<file path="src/rtl/vsc_pkg.sv">
package vsc_pkg;

   localparam int FLD_W   = 6;
   localparam int SUB_W   = 2;
   localparam int STATE_W = 4 * FLD_W + 2 * SUB_W;

   // Field order is the packed-view layout, most significant first.
   typedef struct packed {
      logic [SUB_W-1:0] dsvoffs;
      logic [SUB_W-1:0] subvl_m1;
      logic [FLD_W-1:0] destoffs;
      logic [FLD_W-1:0] srcoffs;
      logic [FLD_W-1:0] vl_m1;
      logic [FLD_W-1:0] mvl_m1;
   } vstate_t;

   typedef enum logic [1:0] {
      WK_READ = 2'b00,
      WK_REG  = 2'b01,
      WK_IMM  = 2'b10,
      WK_RSV  = 2'b11
   } wr_kind_e;

   function automatic logic [FLD_W-1:0] fld_min(input logic [FLD_W-1:0] a,
                                                input logic [FLD_W-1:0] b);
      return (a < b) ? a : b;
   endfunction

   function automatic logic [SUB_W-1:0] sub_min(input logic [SUB_W-1:0] a,
                                                input logic [SUB_W-1:0] b);
      return (a < b) ? a : b;
   endfunction

endpackage

</file>
<file path="src/rtl/vsc_write_decode.sv">
module vsc_write_decode
   import vsc_pkg::*;
#(
   parameter int          XLEN       = 32,
   parameter logic [11:0] ADDR_MVL   = 12'h801,
   parameter logic [11:0] ADDR_VL    = 12'h802,
   parameter logic [11:0] ADDR_SUBVL = 12'h803,
   parameter logic [11:0] ADDR_STATE = 12'h804
) (
   input  vstate_t           cur,
   input  logic [11:0]       addr,
   input  logic [1:0]        kind,
   input  logic [XLEN-1:0]   wdata,
   output vstate_t           nxt,
   output logic              wr_en,
   output logic              illegal,
   output logic [XLEN-1:0]   rdata
);

   localparam int               LEN_W     = FLD_W + 1;
   localparam logic [XLEN-1:0]  XLEN_V    = XLEN'(XLEN);
   localparam logic [XLEN-1:0]  SUB_MAX_V = XLEN'(1 << SUB_W);
   localparam logic [FLD_W-1:0] MAX_CODE  = FLD_W'(XLEN - 1);

   wr_kind_e          k;
   logic              is_wr;
   logic [XLEN-1:0]   src_v;
   logic [LEN_W-1:0]  len_v;
   logic              len_bad;
   logic              sub_bad;
   logic [FLD_W-1:0]  len_code;
   logic [SUB_W-1:0]  sub_code;
   vstate_t           req;

   assign k = wr_kind_e'(kind);

   // Operand shaping shared by every view.
   always_comb begin
      is_wr   = (k == WK_REG) || (k == WK_IMM);
      src_v   = (k == WK_IMM) ? XLEN'(wdata[4:0]) : wdata;
      if (k == WK_IMM) len_v = LEN_W'(wdata[4:0]) + LEN_W'(1);
      else             len_v = wdata[LEN_W-1:0];
      len_bad  = (k == WK_REG) && ((wdata == '0) || (wdata > XLEN_V));
      len_code = FLD_W'(len_v - LEN_W'(1));
      sub_bad  = (src_v == '0) || (src_v > SUB_MAX_V);
      sub_code = SUB_W'(src_v - XLEN'(1));
      req      = vstate_t'(src_v[STATE_W-1:0]);
   end

   always_comb begin
      nxt     = cur;
      wr_en   = 1'b0;
      illegal = 1'b0;
      rdata   = '0;
      if (addr == ADDR_MVL) begin
         rdata = XLEN'(cur.mvl_m1) + XLEN'(1);
         if (is_wr) begin
            if (len_bad) illegal = 1'b1;
            else begin
               wr_en        = 1'b1;
               nxt.mvl_m1   = len_code;
               nxt.vl_m1    = fld_min(cur.vl_m1, len_code);
               nxt.srcoffs  = fld_min(cur.srcoffs, nxt.vl_m1);
               nxt.destoffs = fld_min(cur.destoffs, nxt.vl_m1);
            end
         end
      end else if (addr == ADDR_VL) begin
         rdata = XLEN'(cur.vl_m1) + XLEN'(1);
         if (is_wr) begin
            if (len_bad) illegal = 1'b1;
            else begin
               wr_en        = 1'b1;
               nxt.vl_m1    = fld_min(len_code, cur.mvl_m1);
               nxt.srcoffs  = '0;
               nxt.destoffs = '0;
               rdata        = XLEN'(nxt.vl_m1) + XLEN'(1);
            end
         end
      end else if (addr == ADDR_SUBVL) begin
         rdata = XLEN'(cur.subvl_m1) + XLEN'(1);
         if (is_wr) begin
            if (sub_bad) illegal = 1'b1;
            else begin
               wr_en        = 1'b1;
               nxt.subvl_m1 = sub_code;
               nxt.dsvoffs  = '0;
            end
         end
      end else if (addr == ADDR_STATE) begin
         rdata = XLEN'(cur);
         if (is_wr) begin
            wr_en        = 1'b1;
            nxt.mvl_m1   = fld_min(req.mvl_m1, MAX_CODE);
            nxt.vl_m1    = fld_min(req.vl_m1, nxt.mvl_m1);
            nxt.srcoffs  = fld_min(req.srcoffs, nxt.vl_m1);
            nxt.destoffs = fld_min(req.destoffs, nxt.vl_m1);
            nxt.subvl_m1 = req.subvl_m1;
            nxt.dsvoffs  = sub_min(req.dsvoffs, req.subvl_m1);
         end
      end
   end

endmodule

</file>
<file path="src/rtl/vsc_state_bank.sv">
module vsc_state_bank
   import vsc_pkg::*;
#(
   parameter int NUM_PRIV = 3,
   parameter int PRIV_W   = 2
) (
   input  logic              clk,
   input  logic              rst_n,
   input  logic              wr_en,
   input  vstate_t           wr_state,
   input  logic              swap_req,
   input  logic [PRIV_W-1:0] swap_priv,
   output vstate_t           active
);

   vstate_t active_q;
   vstate_t shadow_q [NUM_PRIV];
   vstate_t shadow_sel;
   logic    swap_ok;

   assign swap_ok = swap_req && (32'(swap_priv) < NUM_PRIV);
   assign active  = active_q;

   always_comb begin
      shadow_sel = '0;
      for (int i = 0; i < NUM_PRIV; i++) begin
         if (32'(swap_priv) == i) shadow_sel = shadow_q[i];
      end
   end

   always_ff @(posedge clk) begin
      if (!rst_n)       active_q <= '0;
      else if (swap_ok) active_q <= shadow_sel;
      else if (wr_en)   active_q <= wr_state;
   end

   generate
      for (genvar g = 0; g < NUM_PRIV; g++) begin : g_slot
         always_ff @(posedge clk) begin
            if (!rst_n)
               shadow_q[g] <= '0;
            else if (swap_ok && (32'(swap_priv) == g))
               shadow_q[g] <= active_q;
         end
      end
   endgenerate

   // the active copy takes the selected shadow on a swap.
   p_swap_restores_r10: assert property (@(posedge clk) disable iff (!rst_n)
      swap_ok |=> (active_q == $past(shadow_sel)));

   // the outgoing active copy lands in the selected shadow.
   p_swap_saves_r10: assert property (@(posedge clk) disable iff (!rst_n)
      (swap_ok && !$past(swap_ok)) |=> (shadow_sel == $past(active_q)) || (swap_priv != $past(swap_priv)));

endmodule

</file>
<file path="src/rtl/vec_state_csr.sv">
module vec_state_csr
   import vsc_pkg::*;
#(
   parameter int          XLEN       = 32,
   parameter int          NUM_PRIV   = 3,
   parameter logic [11:0] ADDR_MVL   = 12'h801,
   parameter logic [11:0] ADDR_VL    = 12'h802,
   parameter logic [11:0] ADDR_SUBVL = 12'h803,
   parameter logic [11:0] ADDR_STATE = 12'h804,
   localparam int         PRIV_W     = (NUM_PRIV > 1) ? $clog2(NUM_PRIV) : 1,
   localparam int         LEN_W      = FLD_W + 1
) (
   input  logic              clk,
   input  logic              rst_n,
   input  logic [11:0]       csr_addr,
   input  logic [1:0]        csr_kind,
   input  logic [XLEN-1:0]   csr_wdata,
   input  logic              trap_enter,
   input  logic              trap_exit,
   input  logic [PRIV_W-1:0] trap_priv,
   output logic [XLEN-1:0]   csr_rdata,
   output logic              csr_illegal,
   output logic [LEN_W-1:0]  mvl_len,
   output logic [LEN_W-1:0]  vl_len,
   output logic [SUB_W:0]    subvl_len,
   output logic [FLD_W-1:0]  src_offs,
   output logic [FLD_W-1:0]  dst_offs,
   output logic [SUB_W-1:0]  dsv_offs
);

   if (XLEN < 32 || XLEN > (1 << FLD_W)) begin : g_bad_xlen
      $error("XLEN must hold the packed view and fit the length codes");
   end
   if (NUM_PRIV < 1) begin : g_bad_priv
      $error("NUM_PRIV must be at least one");
   end

   vstate_t st;
   vstate_t st_nxt;
   logic    dec_wr;
   logic    dec_illegal;
   logic    trap_any;

   assign trap_any = trap_enter || trap_exit;

   vsc_write_decode #(
      .XLEN       (XLEN),
      .ADDR_MVL   (ADDR_MVL),
      .ADDR_VL    (ADDR_VL),
      .ADDR_SUBVL (ADDR_SUBVL),
      .ADDR_STATE (ADDR_STATE)
   ) u_dec (
      .cur     (st),
      .addr    (csr_addr),
      .kind    (csr_kind),
      .wdata   (csr_wdata),
      .nxt     (st_nxt),
      .wr_en   (dec_wr),
      .illegal (dec_illegal),
      .rdata   (csr_rdata)
   );

   vsc_state_bank #(
      .NUM_PRIV (NUM_PRIV),
      .PRIV_W   (PRIV_W)
   ) u_bank (
      .clk       (clk),
      .rst_n     (rst_n),
      .wr_en     (dec_wr && !trap_any),
      .wr_state  (st_nxt),
      .swap_req  (trap_any),
      .swap_priv (trap_priv),
      .active    (st)
   );

   assign csr_illegal = dec_illegal && !trap_any;
   assign mvl_len     = LEN_W'(st.mvl_m1) + LEN_W'(1);
   assign vl_len      = LEN_W'(st.vl_m1) + LEN_W'(1);
   assign subvl_len   = (SUB_W + 1)'(st.subvl_m1) + (SUB_W + 1)'(1);
   assign src_offs    = st.srcoffs;
   assign dst_offs    = st.destoffs;
   assign dsv_offs    = st.dsvoffs;

   // a rejected value leaves the whole state as it was.
   p_bad_write_holds_r3: assert property (@(posedge clk) disable iff (!rst_n)
      csr_illegal |=> $stable(st));

   // a legal length write clears both element offsets.
   p_vl_write_zeroes_offs_r9: assert property (@(posedge clk) disable iff (!rst_n)
      (!trap_any && (csr_addr == ADDR_VL) && !csr_illegal &&
       ((csr_kind == 2'b01) || (csr_kind == 2'b10)))
      |=> (src_offs == '0) && (dst_offs == '0));

   // the length never exceeds the maximum.
   p_vl_le_mvl_r6: assert property (@(posedge clk) disable iff (!rst_n)
      vl_len <= mvl_len);

   // element offsets stay below the length.
   p_offs_below_vl_r8: assert property (@(posedge clk) disable iff (!rst_n)
      (LEN_W'(src_offs) < vl_len) && (LEN_W'(dst_offs) < vl_len));

   // the sub-vector offset stays below the group size.
   p_dsv_below_subvl_r8: assert property (@(posedge clk) disable iff (!rst_n)
      (SUB_W + 1)'(dsv_offs) < subvl_len);

   // reserved bits of the packed view read zero.
   p_rsv_zero_r12: assert property (@(posedge clk) disable iff (!rst_n)
      (csr_addr == ADDR_STATE) |-> (csr_rdata[XLEN-1:STATE_W] == '0));

   // a plain read never changes the state.
   p_read_no_effect_r11: assert property (@(posedge clk) disable iff (!rst_n)
      (!trap_any && ((csr_kind == 2'b00) || (csr_kind == 2'b11))) |=> $stable(st));

endmodule

</file>
<file path="config.mk">
export PLATFORM = sky130hd
export DESIGN_NAME = vec_state_csr
export DESIGN_NICKNAME = d
export VERILOG_FILES = /design/src/rtl/vsc_pkg.sv /design/src/rtl/vsc_write_decode.sv /design/src/rtl/vsc_state_bank.sv /design/src/rtl/vec_state_csr.sv
export SDC_FILE = /design/constraint.sdc
export NUM_CORES = 1
export LEC_CHECK = 0
export ABC_CLOCK_PERIOD_IN_PS = 15050
export BUFFER_PORTS_ARGS = -buffer_cell sky130_fd_sc_hd__buf_2
export CORE_MARGIN = 1.5
export CORE_UTILIZATION = 63
export DETAILED_ROUTE_END_ITERATION = 10
export MAX_ROUTING_LAYER = met4
export PLACE_DENSITY = 0.87
export REMOVE_ABC_BUFFERS = 1
export SETUP_SLACK_MARGIN = 0.5
export SYNTH_ARGS = -nofsm -noshare
export SYNTH_HDL_FRONTEND = slang
export SYNTH_SLANG_ARGS = --single-unit
</file>
<file path="constraint.sdc">
create_clock -name clk -period 15.05 [get_ports clk]
set_clock_uncertainty 0.2 [all_clocks]
set_input_delay 0.7525 -clock clk [delete_from_list [all_inputs] [get_ports clk]]
set_output_delay 0.7525 -clock clk [all_outputs]
set_load 0.03 [all_outputs]
</file>
### Yosys cells after proc, flatten, opt, wreduce, memory -nomap -nowiden

Memories as Yosys holds them, arrays and structs flattened.
Index checks and enable logic that the tools add are counted.

* logic and storage cells: 141
* output and inout port bits: 64
* memories kept: 1
* latch bits: 0
* bits in writable memories: 84
* bits of input ports: 52
* memory bits (read-only): 0
* register bits after elaboration: 28

* reductions and logical operators: 25
* div/mod/pow operators: 0
* add/sub/neg operators: 10
* bitwise logic cells: 3
* multiplexer cells: 66
* eq/ne operators: 18
* shifts and indexed selects: 0
* multipliers: 0
* order comparisons: 12

Memory list
* u_bank.shadow_q: depth 3, bits a word 28, rd ports 3, clocked after Yosys merged registers in 0, wr ports 3, RTL line vsc_state_bank.sv:17 `vstate_t shadow_q [NUM_PRIV];`

Operators by type and width (number)
* two-way mux 28 bit: 11
* two-way mux 32 bit: 6
* two-way mux 24 bit: 4
* zero test 32 bit: 2
* two-way mux 6 bit: 10
* two-way mux 18 bit: 3
* == test 12 bit (second input constant): 4
* < comparator 6 bit: 7
* adder 6 x 1 -> 7 bit (second input constant): 5
* > comparator 32 x 3 -> 1 bit (second input constant): 1
* > comparator 32 x 6 -> 1 bit (second input constant): 1
* two-way mux 1 bit: 26
* two-way mux 4 bit: 5
* AND reduction 6 bit: 3
* inequality test 3 x 2 -> 1 bit (second input constant): 5
* AND reduction 7 bit: 2
* logical AND 1 bit: 7
* adder 2 x 1 -> 3 bit (second input constant): 2
* adder 5 x 1 -> 6 bit (second input constant): 1
* < comparator 6 x 5 -> 1 bit (second input constant): 1
* inequality test 3 x 1 -> 1 bit (second input constant): 2
* nonzero test 3 bit: 2
* subtractor 6 x 1 -> 6 bit (second input constant): 1
* == test 2 x 1 -> 1 bit (second input constant): 2
* 13 further kinds: 21

### Longest topological paths before layout

Gate-level depths: netlist of run 1.

* depth after elaboration: 15
* depth in mapped cells: 24

### Hierarchy

From an unflattened synthesis of run 1, not the netlist that was laid out.

* cell total of the unflattened synthesis: 930
* area, all modules: 8679.6 sq um

Modules (own cells, without submodules)
* vsc_state_bank: times used 1, cells an instance 405, area an instance 5091.1 sq um, sequential area each 3083.0 sq um
* vsc_write_decode: times used 1, cells an instance 495, area an instance 3394.5 sq um, sequential area each 0.0 sq um
* vec_state_csr: times used 1, cells an instance 30, area an instance 193.9 sq um, sequential area each 0.0 sq um

### Worst setup path before layout of run 1

Ideal clock, no wire load.

* path type: input to output
* start point: in csr_kind[0]
* end point: out csr_rdata[4]
* data arrival time: 4.850 ns
* stages: 20
* required time: 14.098 ns
* path slack: 9.248 ns
* path through: inv_1 ha_1 buf_6 clkbuf_1 mux2i_1 ha_1 inv_1 ha_1 a21boi_0 o21a_1 o21a_1 o21a_1 o21ai_1 nand3_1 o21ai_1 ha_1 o21ai_0 xnor2_1 o21a_1 o21ai_0

* word-level cells in the longest chain between the ends: 10

Ends and longest elaborated chain
* start, declared: RTL line vec_state_csr.sv:16 `input logic [1:0] csr_kind,`
* == test 2 bit: RTL line vsc_write_decode.sv:39, vsc_write_decode.sv:41
* two-way mux 6 bit: RTL line vsc_write_decode.sv:41 `if (k == WK_IMM) len_v = LEN_W'(wdata[4:0]) + LEN_W'(1);`
* subtractor 6 x 1 -> 6 bit: RTL line vsc_write_decode.sv:44 `len_code = FLD_W'(len_v - LEN_W'(1));`
* < comparator 6 bit: RTL line vsc_pkg.sv:26 `return (a < b) ? a : b;`
* two-way mux 6 bit: RTL line vsc_pkg.sv:26
* adder 6 x 1 -> 7 bit: RTL line vsc_write_decode.sv:76 `rdata = XLEN'(nxt.vl_m1) + XLEN'(1);`
* two-way mux 32 bit: RTL line vsc_write_decode.sv:70 `if (len_bad) illegal = 1'b1;`
* two-way mux 32 bit *: RTL line vsc_write_decode.sv:69 `if (is_wr) begin`
* two-way mux 32 bit *: RTL line vsc_write_decode.sv:67 `end else if (addr == ADDR_VL) begin`
* two-way mux 32 bit *: RTL line vsc_write_decode.sv:55 `if (addr == ADDR_MVL) begin`
* end, declared: RTL line vec_state_csr.sv:21 `output logic [XLEN-1:0] csr_rdata,`

Every way passes the cells marked *; elsewhere a longest branch is shown, timed or not.

### Worst setup path in the final report of run 1

Ends and elaborated chain as after synthesis.

==> results of run 1 <==
layout make-up:
class	count	area [µm²]
flip-flops and latches	112	3080
inverters	35	131
well taps	168	210
clock buffers	12	256
fillers	912	3420
multi-input cells	617	4370
repair buffers	119	616
clock inverters	4	76.3
through the flow:
step / instance area, µm² / power (mW) / cells / setup WS (ps) / hold slack, ps
after global placement: 8410 / 0.608 / 1051 / 8670 / 330
after global routing: 8740 / 0.906 / 1067 / 8280 / 385
final: 8740 / 0.876 / 1067 / 8620 / 364
after CTS: 8740 / 0.868 / 1067 / 8680 / 366
after detailed placement: 8410 / 0.612 / 1051 / 8520 / 350
after floorplan: 7560 / 0.535 / 764 / 9130 / 321
registers in the layout, summed over array words and instances (netlist names):
| signal | flops |
|---|---|
| u_bank.shadow_q | 84 |
| u_bank.active | 28 |
cell usage after synthesis (all sizes together) (5+ instances only):
| library cell | number |
|---|---|
| a211oi | 15 |
| mux2 | 27 |
| o22ai | 23 |
| nor2b | 16 |
| a31oi | 6 |
| nor3 | 27 |
| clkbuf | 38 |
| a21oi | 49 |
| nor2 | 39 |
| mux2i | 38 |
| xnor2 | 10 |
| o21ai | 25 |
| xor2 | 10 |
| nand4 | 6 |
| o21a | 7 |
| edfxtp | 84 |
| o211ai | 10 |
| buf | 35 |
| inv | 33 |
| a22oi | 6 |
| nand3 | 12 |
| ha | 37 |
| o31ai | 9 |
| nor4 | 12 |
| a21o | 5 |
| nand2 | 68 |
| dfxtp | 28 |
| and2 | 90 |
| and3 | 6 |
| nand2b | 5 |
cell families after synthesis:
| family | after synthesis | share of synthesized area (%) |
|---|---|---|
| adders and majority gates | 41 | 6.39 |
| and+or+nand+nor | 296 | 20.1 |
| AOI/OAI and AO/OA | 189 | 16.6 |
| other | 2 | 0.0945 |
| muxes | 65 | 8.66 |
| DFF | 112 | 38.8 |
| buffers and inverters | 108 | 6.74 |
| xor gates and xnor gates | 20 | 2.63 |
where the power goes:
| part | total, mW | leakage, nW | switching, mW | internal [mW] |
|---|---|---|---|---|
| clock | 0.262 | 0.159 | 0.107 | 0.156 |
| combinational | 0.234 | 2.44 | 0.148 | 0.0857 |
| sequential | 0.380 | 1.12 | 0.0251 | 0.355 |
| total | 0.876 | 3.72 | 0.280 | 0.596 |
worst min path at each step:
| stage | end | cells past startpoint | slack (ps) | from |
|---|---|---|---|---|
| detailed placement | u_bank.active[12]$_SDFFE_PN0P_ | 2 | 350 | u_bank.active[12]$_SDFFE_PN0P_ |
| global placement | u_bank.active[12]$_SDFFE_PN0P_ | 2 | 330 | u_bank.active[12]$_SDFFE_PN0P_ |
| global route | u_bank.active[17]$_SDFFE_PN0P_ | 2 | 380 | u_bank.active[17]$_SDFFE_PN0P_ |
| finish | u_bank.active[15]$_SDFFE_PN0P_ | 2 | 360 | u_bank.active[15]$_SDFFE_PN0P_ |
| CTS | u_bank.active[14]$_SDFFE_PN0P_ | 2 | 370 | u_bank.active[14]$_SDFFE_PN0P_ |
| floorplan | u_bank.active[7]$_SDFFE_PN0P_ | 2 | 320 | u_bank.active[7]$_SDFFE_PN0P_ |
metal layers:
layer	part of all wire, %	track usage (%)	vias to the layer above
li1	-	-	3135
met1	40	47.3	3247
met2	47	54.5	432
met3	11	7.59	52
met4	2.9	11.9	0
met5	0	-	-
worst max-delay path, stage by stage:
cell	delay (ps)
buf_2	100
inv_1	50
ha_1	790
xor2_4	280
inv_1	100
ha_1	430
inv_1	90
ha_1	270
a21boi_0	120
o21a_1	180
o21a_1	160
o21a_1	170
o21ai_1	390
nand3_1	140
o21ai_1	300
ha_1	270
o21ai_0	160
xnor2_1	170
o21a_1	170
o21ai_0	150
buf_2	220
==> results.json, run 1 <==
{
  "outcome": "complete, no violations",
  "hold_violations": 0,
  "worstSetupStartpointType": "input port",
  "reg2reg_depth": 15,
  "ir_worst_vdd_mv": 0.0581,
  "synth_top_area_share_pct": 31.7,
  "synthTopCellsByArea": "edfxtp_1 32%, dfxtp_1 7.1%, and2_1 7.0%, ha_1 5.8%, mux2i_1 4.8%",
  "design.portCount": 116,
  "dp_hpwl_um": 16400,
  "cts.clk_slew.worst_paths_ps": 70,
  "syn_inst": 833,
  "diodes": 0,
  "layout-drive-gt1-share_pct": 21.7,
  "synth_seq_cells": 112,
  "gp_congestion": 0.968,
  "antenna_found_initial": 0,
  "hold_class": "reg -> reg",
  "required_ps": 14100,
  "rrSetupSlack_ps": 10680,
  "clock-root-buffer": "clkbuf_16",
  "syn-cell-area_um2": 7950,
  "htreeDepth": 3,
  "async_flop_share_pct": 0,
  "final_nets": 983,
  "finalCritPeriodShare_pct": 42.7,
  "first_pass_iters": 7,
  "powerDensity_nw_per_um2": 100,
  "grt_max_degree": 37,
  "antenna_left": 0,
  "finalCriticalPeriod_ps": 6430,
  "coreArea_um2": 12200,
  "worstSetupEndpointType": "primary output",
  "drtIter0Drc": 1011,
  "drv_slew": 0,
  "grt.total_usage_pct": 35.6,
  "crit_start": "csr_kind[0]",
  "gr-total-overflow": 0,
  "crit_path_end": "csr_rdata[4]",
  "synth_edf_count": 84,
  "cts_tree": "yes",
  "final_common_cell": "buf_2",
  "drc": 0,
  "clock-sinks": 112,
  "final_core_util_pct": 71.9,
  "drt-total-wl_um": 22400,
  "grt_pass1_wl_um": 34400,
  "worst_r2r_endpoint": "u_bank.active[19]$_SDFFE_PN0P_",
  "cts_buffer_depth": 2,
  "setup_viol": 0,
  "portBuffers": 111,
  "cts_made_buffers": 9,
  "clk_latency_ps": 350,
  "slew_headroom_pct": 19.8,
  "start_util_pct": 65.4,
  "ctsHoldBuffers": 0,
  "wire_per_inst_um": 21.0,
  "die_h_um": 115,
  "syn_to_final_growth_pct": 10.0,
  "ys_types": 78,
  "tightest_slew_ps": 1200,
  "syn_avg_cell_area_um2": 9.54,
  "setup-tns-final_ps": 0,
  "synth_flop_cell": "edfxtp_1",
  "r2r-start": "u_bank.active[8]$_SDFFE_PN0P_",
  "rsz0062_at_grt": "false",
  "synth_area_leader_cell": "edfxtp_1",
  "cellLeakagePower_nw": 3.72,
  "grt_pass1_vias": 6224,
  "seq_area_frac_synth_pct": 38.8,
  "final_cell_mix": "111 x buf_2, 89 x and2_1, 84 x edfxtp_1, 67 x nand2_1, 48 x a21oi_1",
  "crit_path_max_fanout": 24,
  "cts_resized": 0,
  "num_rows": 40,
  "cts_setup_buffers": 0,
  "die-width_um": 115,
  "die_area_um2": 13300,
  "drv_cap": 0,
  "worstSetupPathType": "in -> out",
  "vias": 6866,
  "worstPathArrival_ps": 5480,
  "timing.fmax_mhz": 155,
  "viasPerCell": 6.43,
  "ys_warn_count": 0
}
No activity file was read; power rests on OpenSTA's default activity.
==> run 2, diff against run 1 <==
--- a/config.mk
+++ b/config.mk
@@ -5,13 +5,13 @@
 export SDC_FILE = /design/constraint.sdc
 export NUM_CORES = 1
 export LEC_CHECK = 0
-export ABC_CLOCK_PERIOD_IN_PS = 15050
+export ABC_CLOCK_PERIOD_IN_PS = 5600
 export BUFFER_PORTS_ARGS = -buffer_cell sky130_fd_sc_hd__buf_2
 export CORE_MARGIN = 1.5
-export CORE_UTILIZATION = 63
+export CORE_UTILIZATION = 53
 export DETAILED_ROUTE_END_ITERATION = 10
 export MAX_ROUTING_LAYER = met4
-export PLACE_DENSITY = 0.87
+export PLACE_DENSITY = 0.78
 export REMOVE_ABC_BUFFERS = 1
 export SETUP_SLACK_MARGIN = 0.5
 export SYNTH_ARGS = -nofsm -noshare
==> constraint.sdc (replaced) <==
create_clock -name clk -period 5.6 [get_ports clk]
set_clock_uncertainty 0.2 [all_clocks]
set_input_delay 0.28 -clock clk [delete_from_list [all_inputs] [get_ports clk]]
set_output_delay 0.28 -clock clk [all_outputs]
set_load 0.03 [all_outputs]
==> results.json, run 2 (same netlist as run 1, synthesis figures left out) <==
{
  "outcome": "complete, no violations",
  "regMostFlops": "u_bank.shadow_q",
  "dp_hpwl_um": 17000,
  "cts_tree": "yes",
  "top_usage_layer": "met2",
  "cts_resized": 0,
  "p_clk_share_pct": 27.4,
  "vias": 6838,
  "diodes": 0,
  "p_switching_uw": 754,
  "slew_headroom_pct": 24.7,
  "cts.clk_slew.worst_paths_ps": 70,
  "cts_setup_buffers": 0,
  "grt.total_usage_pct": 29.6,
  "timing.fmax_mhz": 203,
  "clock-root-buffer": "clkbuf_16",
  "finalCriticalPeriod_ps": 4930,
  "final_cell_mix": "111 x buf_2, 89 x and2_1, 84 x edfxtp_1, 67 x nand2_1, 48 x a21oi_1",
  "regArea_um2": 3080,
  "htreeDepth": 3,
  "clock-sinks": 112,
  "setup_viol": 0,
  "multi_input_area_um2": 4390,
  "hold_class": "in -> reg",
  "grt_max_degree": 37,
  "worstPathCellList": "buf_2 -> inv_1 -> ha_2 -> xor2_4 -> inv_1 -> ha_1 -> inv_1 -> ha_1 -> a21boi_0 -> o21a_1 -> o21a_1 -> o21a_1 -> o21ai_1 -> buf_4 -> a21oi_1 -> a21oi_1 -> ha_1 -> o21ai_0 -> nor3b_1 -> mux2i_1 -> o21ai_0 -> buf_2",
  "coreArea_um2": 14600,
  "gr-total-overflow": 0,
  "setup-tns-final_ps": 0,
  "drtIter0Drc": 537,
  "grtUsageMet2_pct": 47.4,
  "cts_buffer_depth": 2,
  "first_pass_iters": 6,
  "worstSetupPathType": "in -> out",
  "drc": 0,
  "worstSetupStartpointType": "input port",
  "use_met1_pct": 36.7,
  "hold_violations": 0,
  "design.portCount": 116,
  "final_nets": 999,
  "ctsHoldBuffers": 0,
  "cp_slowest_cell": "ha_1",
  "viasPerCell": 6.22,
  "grtUsageMet3_pct": 7.32,
  "syn_to_final_growth_pct": 11.5,
  "final_common_cell": "buf_2",
  "power.share.switching_pct": 32.7,
  "die-width_um": 125,
  "grt_pass1_vias": 6575,
  "finalCritPeriodShare_pct": 88.1,
  "gp_congestion": 0.996,
  "largest_reg_flops": 84,
  "num_rows": 44,
  "antenna_left": 0,
  "dpl.cell_count": 1083,
  "drv_cap": 0,
  "portBuffers": 111,
  "fillers": 1264,
  "combPwrFrac_pct": 28.8,
  "die_area_um2": 15700,
  "tightest_slew_ps": 1130,
  "antenna_found_initial": 0,
  "p_int_mw": 1.55,
  "grt_pass1_wl_um": 35400,
  "required_ps": 5120,
  "layout-drive-gt1-share_pct": 23.4,
  "drt-total-wl_um": 22900,
  "wire_per_inst_um": 20.8,
  "worstPathArrival_ps": 4450,
  "drv_slew": 0,
  "ir_worst_vdd_mv": 0.185,
  "worstSetupEndpointType": "primary output",
  "p_seq_share_pct": 43.8,
  "max_stage_delay_ps": 380,
  "cts_made_buffers": 9,
  "crit_path_max_fanout": 7,
  "die_h_um": 125,
  "powerDensity_nw_per_um2": 260,
  "finalNonFillerCells": 1099,
  "start_util_pct": 54.5,
  "cellLeakagePower_nw": 3.77,
  "clk_latency_ps": 350,
  "rsz0062_at_grt": "false"
}
## run 2: changes by cell type in the layout (fill, tap and decap cells not counted), moves of 2 or more
cell,delta
and3_4,+2
buf_4,+16
and3_1,-2
clkbuf_8,-2
## run 2: final timing paths
path	depth (start not counted)	startpoint	to	slack (ps)
setup / recovery	22	csr_kind[0]	csr_rdata[6]	670
hold / removal	2	rst_n	u_bank.active[11]$_SDFFE_PN0P_	260
setup reg to reg	16	u_bank.active[7]$_SDFFE_PN0P_	u_bank.active[19]$_SDFFE_PN0P_	1520
hold reg to reg	2	u_bank.active[12]$_SDFFE_PN0P_	u_bank.active[12]$_SDFFE_PN0P_	360
## run 2: cell type report
class                           instances  area share [%]
Tap cell                              184            2.60
Clock buffer                           11            2.63
Timing Repair Buffer                  135            8.30
Sequential cell                       112            34.8
Inverter                               35            1.48
Clock inverter                          5           0.650
Multi-Input combinational cell        617            49.5
## run 2: routing by layer
| layer | vias up | wire [µm] | share of wire [%] |
|---|---|---|---|
| li1 | 3166 | - | - |
| met1 | 3283 | 9350 | 41 |
| met2 | 321 | 10900 | 48 |
| met3 | 68 | 1830 | 8.0 |
| met4 | 0 | 760 | 3.3 |
| met5 | - | 0 | 0 |
## run 2: power groups by stage
stage | clock network, mW | logic [mW] | registers (mW)
floorplan | 0 | 0.401 | 1.04
global placement | 0 | 0.636 | 1.02
detailed placement | 0 | 0.644 | 1.03
CTS | 0.637 | 0.648 | 1.01
global route | 0.670 | 0.711 | 1.02
finish | 0.631 | 0.664 | 1.01
## run 2: worst max-delay path, delay by kind of cell
kind	cells	cell delay (ps)
buffers and inverters	6	770
multiplexers	1	110
XOR/XNOR	1	250
AO/OA/AOI/OAI	9	1570
AND/OR/NAND/NOR	1	260
adder cells (fa/ha/maj)	4	1210
## run 2: stage by stage
step | hold WS, ps | area (µm²) | utilization (%) | setup WS [ps] | total power, mW
after global routing | 251 | 8860 | 60.7 | 509 | 2.40
after global placement | 339 | 8550 | 58.6 | 397 | 1.66
after floorplan | 213 | 7560 | - | 393 | 1.44
final | 261 | 8860 | 60.7 | 668 | 2.31
after CTS | 237 | 8840 | 60.6 | 534 | 2.29
after detailed placement | 353 | 8550 | 58.6 | 202 | 1.67
==> run 3, diff against run 2 <==
--- a/config.mk
+++ b/config.mk
@@ -7,12 +7,12 @@
 export LEC_CHECK = 0
 export ABC_CLOCK_PERIOD_IN_PS = 5600
 export BUFFER_PORTS_ARGS = -buffer_cell sky130_fd_sc_hd__buf_2
+export CAP_MARGIN = 20
 export CORE_MARGIN = 1.5
 export CORE_UTILIZATION = 53
 export DETAILED_ROUTE_END_ITERATION = 10
 export MAX_ROUTING_LAYER = met4
 export PLACE_DENSITY = 0.78
-export REMOVE_ABC_BUFFERS = 1
 export SETUP_SLACK_MARGIN = 0.5
 export SYNTH_ARGS = -nofsm -noshare
 export SYNTH_HDL_FRONTEND = slang
==> results.json, run 3 (same netlist as run 1, synthesis figures left out) <==
{
  "syn_to_final_growth_pct": 10.8,
  "drv_cap": 0,
  "grt.total_usage_pct": 28.6,
  "slew_headroom_pct": 25.3,
  "die_area_um2": 15700,
  "final_cell_mix": "111 x buf_2, 89 x and2_1, 84 x edfxtp_1, 67 x nand2_1, 48 x a21oi_1",
  "clk_latency_ps": 350,
  "cts_tree": "yes",
  "drtIter0Drc": 750,
  "design.portCount": 116,
  "final_common_cell": "buf_2",
  "power.total_mw": 2.26,
  "worstPathCellList": "buf_2 -> inv_1 -> ha_1 -> mux2i_1 -> ha_1 -> inv_1 -> ha_1 -> a21boi_0 -> o21a_1 -> o21a_1 -> o21a_1 -> o21ai_2 -> a21oi_1 -> a21oi_1 -> ha_1 -> o21ai_0 -> nor3b_1 -> mux2i_1 -> o21ai_0 -> buf_2",
  "portBuffers": 111,
  "gp_congestion": 1.00,
  "finalCritPeriodShare_pct": 84.9,
  "grt_pass1_vias": 6414,
  "outcome": "complete, no violations",
  "grt_max_degree": 37,
  "dpl.cell_count": 1075,
  "finalCriticalPeriod_ps": 4750,
  "wire_per_inst_um": 19.9,
  "first_pass_iters": 5,
  "drv_slew": 0,
  "layout-drive-gt1-share_pct": 23.1,
  "clock-sinks": 112,
  "vias": 6837,
  "rsz0062_at_grt": "false",
  "reg2reg_depth": 14,
  "worstSetupEndpointType": "primary output",
  "worstSetupStartpointType": "input port",
  "required_ps": 5120,
  "timing.fmax_mhz": 210,
  "regMostFlops": "u_bank.shadow_q",
  "worstPathArrival_ps": 4270,
  "setup_slack_ps": 846,
  "dp_hpwl_um": 16200,
  "diodes": 0,
  "hold_slack_ps": 241,
  "num_rows": 44,
  "viasPerCell": 6.26,
  "gr-total-overflow": 0,
  "cts_buffer_depth": 2,
  "cts_made_buffers": 9,
  "hold-path-cell-count": 3,
  "max_stage_delay_ps": 410,
  "hold_class": "in -> reg",
  "setup_viol": 0,
  "cts.clk_slew.worst_paths_ps": 80,
  "antenna_left": 0,
  "cpMostUsedCell": "ha_1",
  "design_area_um2": 8810,
  "grt_pass1_wl_um": 34600,
  "setup-tns-final_ps": 0,
  "htreeDepth": 3,
  "cellLeakagePower_nw": 3.74,
  "finalNonFillerCells": 1093,
  "pre_cts_ws_ps": 336,
  "final_nets": 993,
  "cp_slowest_cell": "ha_1",
  "hold_violations": 0,
  "tightest_slew_ps": 1110,
  "crit_path_max_fanout": 9,
  "drt-total-wl_um": 21800,
  "powerDensity_nw_per_um2": 257,
  "die-width_um": 125,
  "ir_worst_vdd_mv": 0.179,
  "place_area_um2": 8490,
  "start_util_pct": 54.5,
  "die_h_um": 125,
  "clock-root-buffer": "clkbuf_16",
  "worstSetupPathType": "in -> out",
  "coreArea_um2": 14600,
  "drc": 0,
  "antenna_found_initial": 0,
  "final_core_util_pct": 60.4,
  "largest_reg_flops": 84
}
[run 3: cell count changes in the layout (fill, tap and decap cells not counted), moves of 2 or more]
| cell | change |
|---|---|
| o21ai_2 | +2 |
| o21ai_1 | -2 |
| buf_4 | -7 |
| and3_2 | +2 |
| clkbuf_1 | -2 |
| and3_4 | -2 |
[run 3: routing by layer]
layer | share of wire [%] | track usage [%] | vias to the layer above
met4 | 3.4 | 11.4 | 0
met3 | 9.0 | 4.19 | 65
li1 | - | - | 3152
met1 | 42 | 39.0 | 3259
met5 | 0 | - | -
met2 | 45 | 42.8 | 361
[run 3: area by class of cell]
| cell class | instances | area [µm²] |
|---|---|---|
| clock buffer | 9 | 225 |
| clock inverter | 7 | 47.5 |
| fill | 1239 | 5780 |
| inverter | 35 | 131 |
| multi-input combinational | 617 | 4390 |
| sequential | 112 | 3080 |
| tap | 184 | 230 |
| timing repair buffer | 129 | 703 |
[run 3: worst paths after layout]
path	from	end	slack, ps
worst max-delay path	csr_wdata[0]	csr_rdata[6]	850
worst min-delay path	rst_n	u_bank.active[21]$_SDFFE_PN0P_	240
worst max register to register	u_bank.active[9]$_SDFFE_PN0P_	u_bank.active[23]$_SDFFE_PN0P_	1600
worst min register to register	u_bank.active[12]$_SDFFE_PN0P_	u_bank.active[12]$_SDFFE_PN0P_	370
[run 3: critical path: cells and delay by family]
family / cells / cell delay (ps)
and+or+nand+nor: 1 / 230
buffers and inverters: 4 / 620
AOI/OAI and AO/OA: 9 / 1670
adders and majority gates: 4 / 1250
muxes: 2 / 200
[run 3: power by group]
part / switching (mW) / leakage, nW / internal [mW] / total, mW
registers: 0.0631 / 1.12 / 0.953 / 1.02
clock network: 0.306 / 0.123 / 0.302 / 0.607
logic: 0.396 / 2.49 / 0.243 / 0.639
[run 3: repair_timing]
item,4_1_cts,5_1_grt
setup buffers,0,0
endpoints found under the setup margin,0,14
resized for setup,0,6
hold buffers,0,0
